**src/rtl/pwm_cmp_pkg.sv**
```systemverilog
`timescale 1ns/1ps
package pwm_cmp_pkg;
   // shadow and active value slots; the index is what wr_sel selects
   localparam int IDX_INIT  = 0;
   localparam int IDX_HALF  = 1;
   localparam int IDX_END   = 2;
   localparam int IDX_A_SET = 3;
   localparam int IDX_A_CLR = 4;
   localparam int IDX_B_SET = 5;
   localparam int IDX_B_CLR = 6;
   localparam int NUM_VALS  = 7;
   localparam int NUM_OUTS  = 2;

   typedef enum logic [1:0] {
      RL_IMM  = 2'b00,
      RL_HALF = 2'b01,
      RL_FULL = 2'b10,
      RL_BOTH = 2'b11
   } reload_mode_e;
endpackage

```
**src/rtl/pwm_tick_gen.sv**
```systemverilog
`timescale 1ns/1ps
module pwm_tick_gen #(
   parameter int PRSC_W = 3
) (
   input  logic              clk,
   input  logic              rst_n,
   input  logic              run,
   input  logic [PRSC_W-1:0] prsc,
   output logic              tick
);
   localparam int DIV_W = (1 << PRSC_W) - 1;

   logic [DIV_W-1:0] div_q;
   logic [DIV_W-1:0] mask;

   always_comb mask = DIV_W'((1 << prsc) - 1);

   assign tick = run && ((div_q & mask) == mask);

   always_ff @(posedge clk) begin
      if (!rst_n)    div_q <= '0;
      else if (!run) div_q <= '0;
      else           div_q <= div_q + {{(DIV_W-1){1'b0}}, 1'b1};
   end
endmodule

```
**src/rtl/pwm_sgn_counter.sv**
```systemverilog
`timescale 1ns/1ps
module pwm_sgn_counter #(
   parameter int CNT_W = 16
) (
   input  logic             clk,
   input  logic             rst_n,
   input  logic             tick,
   input  logic [CNT_W-1:0] init_val,
   input  logic [CNT_W-1:0] half_val,
   input  logic [CNT_W-1:0] end_val,
   output logic [CNT_W-1:0] cnt,
   output logic             half_hit,
   output logic             wrap
);
   logic [CNT_W-1:0] cnt_q;

   assign cnt      = cnt_q;
   assign wrap     = tick && (cnt_q == end_val);
   assign half_hit = tick && (cnt_q == half_val);

   always_ff @(posedge clk) begin
      if (!rst_n) cnt_q <= '0;
      else if (tick) begin
         if (cnt_q == end_val) cnt_q <= init_val;
         else                  cnt_q <= cnt_q + {{(CNT_W-1){1'b0}}, 1'b1};
      end
   end
endmodule

```
**src/rtl/pwm_reload_ctl.sv**
```systemverilog
`timescale 1ns/1ps
module pwm_reload_ctl
   import pwm_cmp_pkg::*;
#(
   parameter int FREQ_W = 2
) (
   input  logic              clk,
   input  logic              rst_n,
   input  logic [1:0]        mode,
   input  logic [FREQ_W-1:0] freq,
   input  logic              ldok_set,
   input  logic              half_hit,
   input  logic              wrap,
   output logic              ldok,
   output logic              load
);
   logic              imm;
   logic              opp_ev;
   logic              opp_due;
   logic [FREQ_W-1:0] opp_q;
   logic              ldok_q;

   assign imm     = (mode == RL_IMM);
   assign opp_ev  = (mode[0] && half_hit) || (mode[1] && wrap);
   assign opp_due = opp_ev && (opp_q >= freq);
   assign load    = ldok_q && (imm || opp_due);
   assign ldok    = ldok_q;

   always_ff @(posedge clk) begin
      if (!rst_n) opp_q <= '0;
      else if (opp_ev) begin
         if (opp_due) opp_q <= '0;
         else         opp_q <= opp_q + {{(FREQ_W-1){1'b0}}, 1'b1};
      end
   end

   always_ff @(posedge clk) begin
      if (!rst_n)        ldok_q <= 1'b0;
      else if (ldok_set) ldok_q <= 1'b1;
      else if (load)     ldok_q <= 1'b0;
   end
endmodule

```
**src/rtl/pwm_edge_out.sv**
```systemverilog
`timescale 1ns/1ps
module pwm_edge_out #(
   parameter int CNT_W = 16
) (
   input  logic             clk,
   input  logic             rst_n,
   input  logic             tick,
   input  logic [CNT_W-1:0] cnt,
   input  logic [CNT_W-1:0] set_val,
   input  logic [CNT_W-1:0] clr_val,
   output logic             out
);
   logic out_q;
   assign out = out_q;

   always_ff @(posedge clk) begin
      if (!rst_n) out_q <= 1'b0;
      else if (tick) begin
         if (cnt == clr_val)      out_q <= 1'b0;
         else if (cnt == set_val) out_q <= 1'b1;
      end
   end
endmodule

```
**src/rtl/pwm_cmp_core.sv**
```systemverilog
`timescale 1ns/1ps
module pwm_cmp_core
   import pwm_cmp_pkg::*;
#(
   parameter int CNT_W  = 16,
   parameter int PRSC_W = 3,
   parameter int FREQ_W = 2
) (
   input  logic              clk,
   input  logic              rst_n,
   input  logic              run,
   input  logic [PRSC_W-1:0] prsc,
   input  logic [1:0]        reload_mode,
   input  logic [FREQ_W-1:0] reload_freq,
   input  logic              ldok_set,
   input  logic              wr_en,
   input  logic [2:0]        wr_sel,
   input  logic [CNT_W-1:0]  wr_data,
   output logic              ldok,
   output logic              pwm_a,
   output logic              pwm_b,
   output logic              half_stb,
   output logic              full_stb,
   output logic [CNT_W-1:0]  cnt
);
   if (CNT_W < 4 || CNT_W > 32) begin : g_bad_cnt_w
      $error("pwm_cmp_core: CNT_W must lie in 4..32");
   end
   if (PRSC_W < 1 || PRSC_W > 4) begin : g_bad_prsc_w
      $error("pwm_cmp_core: PRSC_W must lie in 1..4");
   end
   if (FREQ_W < 1 || FREQ_W > 8) begin : g_bad_freq_w
      $error("pwm_cmp_core: FREQ_W must lie in 1..8");
   end

   logic [CNT_W-1:0] shd_q [NUM_VALS];
   logic [CNT_W-1:0] act_q [NUM_VALS];
   logic             tick;
   logic             wrap;
   logic             half_hit;
   logic             load;
   logic [CNT_W-1:0] init_nxt;
   logic [NUM_OUTS-1:0] pwm_vec;
   logic             half_q;
   logic             full_q;

   for (genvar i = 0; i < NUM_VALS; i++) begin : g_val
      always_ff @(posedge clk) begin
         if (!rst_n) begin
            shd_q[i] <= '0;
            act_q[i] <= '0;
         end else begin
            if (wr_en && (wr_sel == 3'(i))) shd_q[i] <= wr_data;
            if (load)                       act_q[i] <= shd_q[i];
         end
      end
   end

   // a transfer at the period end applies the new start value at once
   assign init_nxt = load ? shd_q[IDX_INIT] : act_q[IDX_INIT];

   pwm_tick_gen #(.PRSC_W(PRSC_W)) i_tick (
      .clk   (clk),
      .rst_n (rst_n),
      .run   (run),
      .prsc  (prsc),
      .tick  (tick)
   );

   pwm_sgn_counter #(.CNT_W(CNT_W)) i_cnt (
      .clk      (clk),
      .rst_n    (rst_n),
      .tick     (tick),
      .init_val (init_nxt),
      .half_val (act_q[IDX_HALF]),
      .end_val  (act_q[IDX_END]),
      .cnt      (cnt),
      .half_hit (half_hit),
      .wrap     (wrap)
   );

   pwm_reload_ctl #(.FREQ_W(FREQ_W)) i_rld (
      .clk      (clk),
      .rst_n    (rst_n),
      .mode     (reload_mode),
      .freq     (reload_freq),
      .ldok_set (ldok_set),
      .half_hit (half_hit),
      .wrap     (wrap),
      .ldok     (ldok),
      .load     (load)
   );

   for (genvar k = 0; k < NUM_OUTS; k++) begin : g_out
      pwm_edge_out #(.CNT_W(CNT_W)) i_edge (
         .clk     (clk),
         .rst_n   (rst_n),
         .tick    (tick),
         .cnt     (cnt),
         .set_val (act_q[IDX_A_SET + 2*k]),
         .clr_val (act_q[IDX_A_CLR + 2*k]),
         .out     (pwm_vec[k])
      );
   end

   always_ff @(posedge clk) begin
      if (!rst_n) begin
         half_q <= 1'b0;
         full_q <= 1'b0;
      end else begin
         half_q <= half_hit;
         full_q <= wrap;
      end
   end

   assign pwm_a    = pwm_vec[0];
   assign pwm_b    = pwm_vec[1];
   assign half_stb = half_q;
   assign full_stb = full_q;
endmodule

```
**config.mk**
```make
export PLATFORM = sky130hd
export DESIGN_NAME = pwm_cmp_core
export DESIGN_NICKNAME = d
export VERILOG_FILES = /design/src/rtl/pwm_cmp_pkg.sv /design/src/rtl/pwm_tick_gen.sv /design/src/rtl/pwm_sgn_counter.sv /design/src/rtl/pwm_reload_ctl.sv /design/src/rtl/pwm_edge_out.sv /design/src/rtl/pwm_cmp_core.sv
export SDC_FILE = /design/constraint.sdc
export NUM_CORES = 1
export LEC_CHECK = 0
export CAP_MARGIN = 20
export CORE_MARGIN = 2
export CORE_UTILIZATION = 47
export DETAILED_ROUTE_END_ITERATION = 10
export SLEW_MARGIN = 20
export SYNTH_ARGS = -nofsm -noshare
export SYNTH_HDL_FRONTEND = slang
export SYNTH_HIERARCHICAL = 1
export SYNTH_SLANG_ARGS = --single-unit
```
**constraint.sdc**
```tcl
create_clock -name clk -period 7.75 [get_ports clk]
set_input_delay 1.1625 -clock clk [delete_from_list [all_inputs] [get_ports clk]]
set_output_delay 1.1625 -clock clk [all_outputs]
set_load 0.005 [all_outputs]
```
Word level (Yosys, flattened, before mapping)
Memories as Yosys holds them, arrays and structs flattened. Cells that the tools add are included.

Bits in registers: 30. Bits in latches: 0. RAM bits: 224. Memory bits (read-only): 0. Word-level logic and storage cells: 116. Memories kept: 2.

Memory list: act_q (words 7, width 16, rd ports 7, clocked after Yosys merged registers in 0, write ports 7, RTL line pwm_cmp_core.sv:37) `logic [CNT_W-1:0] act_q [NUM_VALS];`; shd_q (words 7, width 16, rd ports 7, clocked after Yosys merged registers in 0, write ports 7, RTL line pwm_cmp_core.sv:36) `logic [CNT_W-1:0] shd_q [NUM_VALS];`.

$add $sub $neg: 4. $mul: 0. Div/mod/pow operators: 0. $lt $le $gt $ge: 1. Equal/unequal tests: 13. Shift operators: 1. Mux-type cells: 48. Bitwise operators: 15. Reductions and logical operators: 24.

Operator list (count): two-way mux 16 bit (16); equality test 16 bit (6); two-way mux 1 bit (31); adder 16 x 1 -> 16 bit, second input constant (1); logical AND 1 bit (14); bitwise OR 1 bit (14); equality test 3 bit, second input constant (3); adder 7 x 1 -> 7 bit, second input constant (1); bitwise AND 7 bit (1); equality test 7 bit (1); left shift 1 x 3 -> 7 bit, first input constant (1); subtractor 7 x 2 -> 7 bit, second input constant (1); equality test 3 x 2 -> 1 bit, second input constant (2); AND reduction 2 bit (3); nonzero test 2 bit (3); equality test 3 x 1 -> 1 bit, second input constant (1); zero test 3 bit (1); adder 2 x 1 -> 2 bit, second input constant (1); >= comparator 2 bit (1); zero test 2 bit (1); logical OR 1 bit (2); two-way mux 2 bit (1).

Depth between registers and ports, before layout
Word-level depth: 15. Gate-level depth with buffers: 16.

By module
The synthesis kept the hierarchy.

By module, submodules not included: pwm_cmp_core (instances 1, cells an instance 548, area an instance 8481.9 µm², sequential area each 6766.5 µm²); pwm_sgn_counter (instances 1, cells an instance 190, area an instance 1551.5 µm², sequential area each 320.3 µm²); pwm_edge_out (instances 2, cells an instance 47, area an instance 379.1 µm², sequential area each 20.0 µm²); pwm_tick_gen (instances 1, cells an instance 37, area an instance 317.8 µm², sequential area each 140.1 µm²); pwm_reload_ctl (instances 1, cells an instance 27, area an instance 230.2 µm², sequential area each 60.1 µm²).

Worst setup path after synthesis
OpenSTA, ideal clock, no wires.

Path type: input to register. Start: input prsc[2]. End: memory act_q[0][0], enable pin. Library setup time: 0.490 ns. Data arrival time: 6.018 ns. Data required time: 7.260 ns. Slack: 1.242 ns. Stages: 13. Buffers on the path: 3. Path through: inv_1 -> o21ai_0 -> a21oi_1 -> o221a_2 -> inv_1 -> buf_1 -> buf_4 -> nor3_1 -> a22o_2 -> nand2_1 -> o21ai_0 -> clkbuf_1 -> nand2b_1.

RTL lines: start, declared (RTL line pwm_cmp_core.sv:12) `input logic [PRSC_W-1:0] prsc,`; end, declared (RTL line pwm_cmp_core.sv:37).

Final worst setup path
Start: input prsc[2]. End: register i_cnt.cnt_q[10], in the netlist i_cnt/cnt[10].

Cells in the longest elaborated chain, start to end: 13. Elaborated cells on any way between the ends: 15.

RTL lines: left shift 1 x 3 -> 7 bit (*) (RTL line pwm_tick_gen.sv:16) `always_comb mask = DIV_W'((1 << prsc) - 1);`; subtractor 7 x 2 -> 7 bit (*) (RTL line pwm_tick_gen.sv:16); bitwise AND 7 bit (RTL line pwm_tick_gen.sv:18) `assign tick = run && ((div_q & mask) == mask);`; equality test 7 bit (*) (RTL line pwm_tick_gen.sv:18); logical AND 1 bit (*) (RTL line pwm_tick_gen.sv:18); named net tick (RTL line pwm_cmp_core.sv:38) `logic tick;`; logical AND 1 bit (*) (RTL line pwm_sgn_counter.sv:19) `assign half_hit = tick && (cnt_q == half_val);`; named net half_hit (RTL line pwm_cmp_core.sv:40) `logic half_hit;`; logical AND 1 bit (*) (RTL line pwm_reload_ctl.sv:24) `assign opp_ev = (mode[0] && half_hit) || (mode[1] && wrap);`; logical OR 1 bit (*) (RTL line pwm_reload_ctl.sv:24); logical AND 1 bit (*) (RTL line pwm_reload_ctl.sv:25) `assign opp_due = opp_ev && (opp_q >= freq);`; logical OR 1 bit (*) (RTL line pwm_reload_ctl.sv:26) `assign load = ldok_q && (imm || opp_due);`; logical AND 1 bit (*) (RTL line pwm_reload_ctl.sv:26); named net load (RTL line pwm_cmp_core.sv:41) `logic load;`; two-way mux 16 bit (*) (RTL line pwm_cmp_core.sv:60) `assign init_nxt = load ? shd_q[IDX_INIT] : act_q[IDX_INIT];`; named net init_nxt[10] (RTL line pwm_cmp_core.sv:42) `logic [CNT_W-1:0] init_nxt;`; two-way mux 16 bit (*) (RTL line pwm_sgn_counter.sv:24) `if (cnt_q == end_val) cnt_q <= init_val;`; end signal, assigned (RTL line pwm_sgn_counter.sv:24); end signal, assigned (RTL line pwm_sgn_counter.sv:25) `else cnt_q <= cnt_q + {{(CNT_W-1){1'b0}}, 1'b1};`; end, declared (RTL line pwm_sgn_counter.sv:15) `logic [CNT_W-1:0] cnt_q;`.

Mark *: on every way through the listed nets, which the timed path passes. The rest lies on a longest branch. A chain may end at the register's enable or synchronous reset.

==> reports/results.tsv <==
stage	metric	value	unit
worst_setup_path	crit path launch type	primary input	
floorplan	core area	23600	sq um
global_routing	M3 GR Usage	0.0287	
global_routing	GR Util met1	0.344	
outcome	outcome	finished, final reports clean	
worst_setup_path	CP Class	primary input to flop	
yosys	post-synthesis cell type count	56	
clock_tree	CTS sink cnt	254	
yosys	Post-synth EDFFs	224	
routing	Via density	5.55	
clock_tree	Post-CTS Setup Inserts	0	
routing	Final ANT Viol Nets	0	
clock_tree	H-tree depth	1	
timing	period utilization	0.700	
worst_setup_path	CP arrival	5860	ps
clock_tree	CTS Buf Count	28	
worst_setup_path	Reg2Reg Depth	14	
place	post-detail-place hpwl	16600	microns
flow_run	# Max-Cap Violations	0	
yosys	Synth warnings	6	
yosys	Synthesized Nets	931	
floorplan	starting density of the core	0.480	
place	number of port buffers	51	
finish	Fillers	2077	
yosys	Seq/Total Area, Yosys	0.646	
yosys	Mapped Cells	896	
clock_tree	CTS max path bufs	3	
finish	# diodes	0	
floorplan	Die H	159	microns
timing	post-route setup TNS	0	ps
worst_setup_path	crit-path max FO	113	
finish	Final Cell Area	13000	sq um
timing	# setup viols final	0	
timing	Fmax	0.184	GHz
global_routing	first-pass GRT wire length	41600	microns
min_path	Hold Path End	i_tick/div_q[0]$_SDFF_PN0_	
timing	Final min period	5430	ps
clock_tree	Worst-Skew Late Latency	560	ps
routing	Pre-Repair DR Iteration Count	5	
global_routing	Total GRT Usage	0.218	
routing	final WL	27600	microns
finish	Nets	977	
yosys	syn avg cell area	12.7	sq um
routing	initial drt markers	711	
timing	clock skew after layout	28.3	ps
min_path	hold path cells	1	
power_and_ir_drop	Peak VDD IR	0.000172	V
yosys	Netlist Area Pre-Place	11300	sq um
min_path	Hold WC Path Type	flop to flop	
clock_tree	CTS Root Cell	clkbuf_16	
floorplan	Top Ports	52	
floorplan	Die X	159	microns
timing	Slew @ Worst Pin	926	ps
timing	Worst slew margin	0.383	
yosys	post-synthesis async set-or-reset flop share	0	
power_and_ir_drop	Power per Cell Area	233	nW/um^2
floorplan	die area	25400	sq um
clock_tree	Hold Buf Count CTS	0	
worst_setup_path	Critical Path RT	8180	ps
global_routing	initial antenna violation count	0	
clock_tree	Worst-path clk slew	60	ps
yosys	number of synthesized register bits	254	
yosys	ys flop type	edfxtp_1	
worst_setup_path	CP endpoint kind	flop	
finish	Layout area overhead	14.9	%
place	routability cong.	0.773	
clock_tree	post-cts resize count	0	
global_routing	gr ovfl total	0	
timing	Final Hold Vio Count	0	
routing	DR WL/cell	21.5	microns
worst_setup_path	Worst R2R Setup Slack	2850	ps
global_routing	GRT busiest layer	met1	
routing	DR DRC count	0	
worst_setup_path	R2R Path End	i_cnt/cnt[10]$_SDFFE_PN0P_	
global_routing	met2 usage	0.316	
min_path	worst hold start	i_tick/div_q[0]$_SDFF_PN0_	
worst_setup_path	reg-to-reg critical path startpoint	i_tick/div_q[0]$_SDFF_PN0_	
global_routing	vias in the first global route	6593	
clock_tree	CTS tree	yes	
routing	vias	7113	
power_and_ir_drop	leakage	5.07	nW
floorplan	row count	56	
global_routing	largest net degree at the start of global routing	114	
finish	fraction of layout cells with a size suffix above 1	0.109	
timing	Pins Over Slew Limit	0	
timing	unrepaired setup endpoints after global routing	no	
place	Post-DP Area	12200	sq um
[routing by layer]
metal / share of wire / vias up
met5: 0 / -
met3: 0.072 / 41
met4: 0.025 / 0
met2: 0.43 / 250
met1: 0.47 / 3498
li1: - / 3324
[placed cells by master (no fill, tap or decap), types with 3 or more instances in the layout]
cell type	Yosys	routed
clkinv_2	0	7
nand4b_1	3	3
nor4_1	11	11
or3_1	5	5
o21a_1	9	9
inv_1	11	11
nand4_1	11	11
and2_1	3	3
xnor2_1	35	35
xor2_1	65	65
and3_1	113	113
nor3_1	7	7
mux2_2	16	16
edfxtp_1	224	224
o22ai_1	3	3
mux2i_1	7	7
dfxtp_1	30	30
a21boi_1	4	4
clkinv_1	0	5
clkbuf_1	39	7
nand2b_1	6	5
nand3_1	7	7
buf_4	3	28
clkdlybuf4s50_1	0	50
o21ai_1	0	5
clkbuf_16	0	29
a2111oi_0	3	3
nand4bb_1	3	3
a21oi_1	7	7
o2bb2ai_1	14	14
nor2_1	130	130
ha_1	4	4
nand2_1	50	50
nor4_2	4	4
o21ai_0	17	11
a21boi_0	6	6
[Yosys cell counts, types with 4 or more instances]
| cell | n | area [sq um] |
|---|---|---|
| o2bb2ai_1 | 14 | 123 |
| xor2_1 | 65 | 569 |
| buf_2 | 10 | 50.1 |
| nand2b_1 | 6 | 37.5 |
| o21a_1 | 9 | 67.6 |
| nor2_1 | 130 | 488 |
| nand2_1 | 50 | 188 |
| a21oi_1 | 7 | 35.0 |
| or3_1 | 5 | 31.3 |
| edfxtp_1 | 224 | 6730 |
| ha_1 | 4 | 50.1 |
| inv_1 | 11 | 41.3 |
| a21boi_0 | 6 | 45.0 |
| a21boi_1 | 4 | 30.0 |
| clkbuf_1 | 39 | 146 |
| o21ai_0 | 17 | 85.1 |
| xnor2_1 | 35 | 307 |
| buf_6 | 8 | 90.1 |
| nor4_1 | 11 | 68.8 |
| and3_1 | 113 | 707 |
| nand3_1 | 7 | 35.0 |
| nand4_1 | 11 | 68.8 |
| mux2i_1 | 7 | 70.1 |
| nor4_2 | 4 | 50.1 |
| mux2_2 | 16 | 180 |
| nor3_1 | 7 | 35.0 |
| dfxtp_1 | 30 | 601 |
[worst max-delay path by stage]
stage                 start                         end  slack (ps)  depth (start not counted)
floorplan           prsc[2]   act_q[0][0]$_SDFFCE_PN0P_        1240                         13
global placement    prsc[2]  i_cnt/cnt[10]$_SDFFE_PN0P_        1910                         15
detailed placement  prsc[2]  i_cnt/cnt[10]$_SDFFE_PN0P_        1840                         15
CTS                 prsc[2]  i_cnt/cnt[10]$_SDFFE_PN0P_        2390                         15
global route        prsc[2]  i_cnt/cnt[10]$_SDFFE_PN0P_        1940                         15
finish              prsc[2]  i_cnt/cnt[10]$_SDFFE_PN0P_        2320                         15
[stage by stage]
step           hold WS, ps  instances  worst slack, ps  utilization  total power, mW
2_1_floorplan          434        896             1240            -             1.75
3_3_place_gp           460       1231             1910        0.515             1.83
3_5_place_dp           478       1231             1840        0.515             1.83
4_1_cts                492       1282             2390        0.552             3.06
5_1_grt                524       1282             1940        0.552             3.13
6_report               487       1282             2320        0.552             3.04
[kinds of logic (layout without fill, tap and decap cells)]
group / Yosys count / count (layout) / share of synthesized area
compound gates: 76 / 76 / 0.0483
mux: 23 / 23 / 0.0221
simple gates: 366 / 366 / 0.170
flops: 254 / 254 / 0.646
fa+ha+maj: 4 / 4 / 0.00441
xor+xnor: 100 / 100 / 0.0772
buf+inv: 73 / 140 / 0.0316
[worst max-delay path, cell delays in order]
cell and delay (ps):
clkdlybuf4s50_1 390, inv_1 80, o21ai_0 70, a21oi_1 150, o221a_2 590, inv_1 530, nor3_1 460, a22o_2 260
nand2_1 90, o21ai_4 470, buf_4 780, mux2_2 410, nand2_1 70, o2bb2ai_1 70, o21a_1 170
[power by group]
part	switching (mW)	leakage, nW	internal (mW)	total (mW)
Clock	0.526	0.427	0.704	1.23
Combinational	0.132	2.15	0.0727	0.205
Sequential	0.0278	2.50	1.57	1.60
[state kept, by name (all words and copies together), names as in the netlist]
signal and flops:
act_q 112, shd_q 112, i_cnt/cnt 16, i_tick/div_q 7, g_out.i_edge/out 2, i_rld/opp_q 2, full_stb 1, half_stb 1
i_rld/ldok 1
[final cells by class]
type,instances,area (sq um),share of cell area
inverters,11,41.3,0.00317
flip-flops and latches,254,7330,0.563
multi-input cells,569,3680,0.283
well taps,319,399,0.0306
repair buffers,78,711,0.0546
clock buffers,38,779,0.0598
clock inverters,13,83.8,0.00644
(Power assumes the default switching activity.)
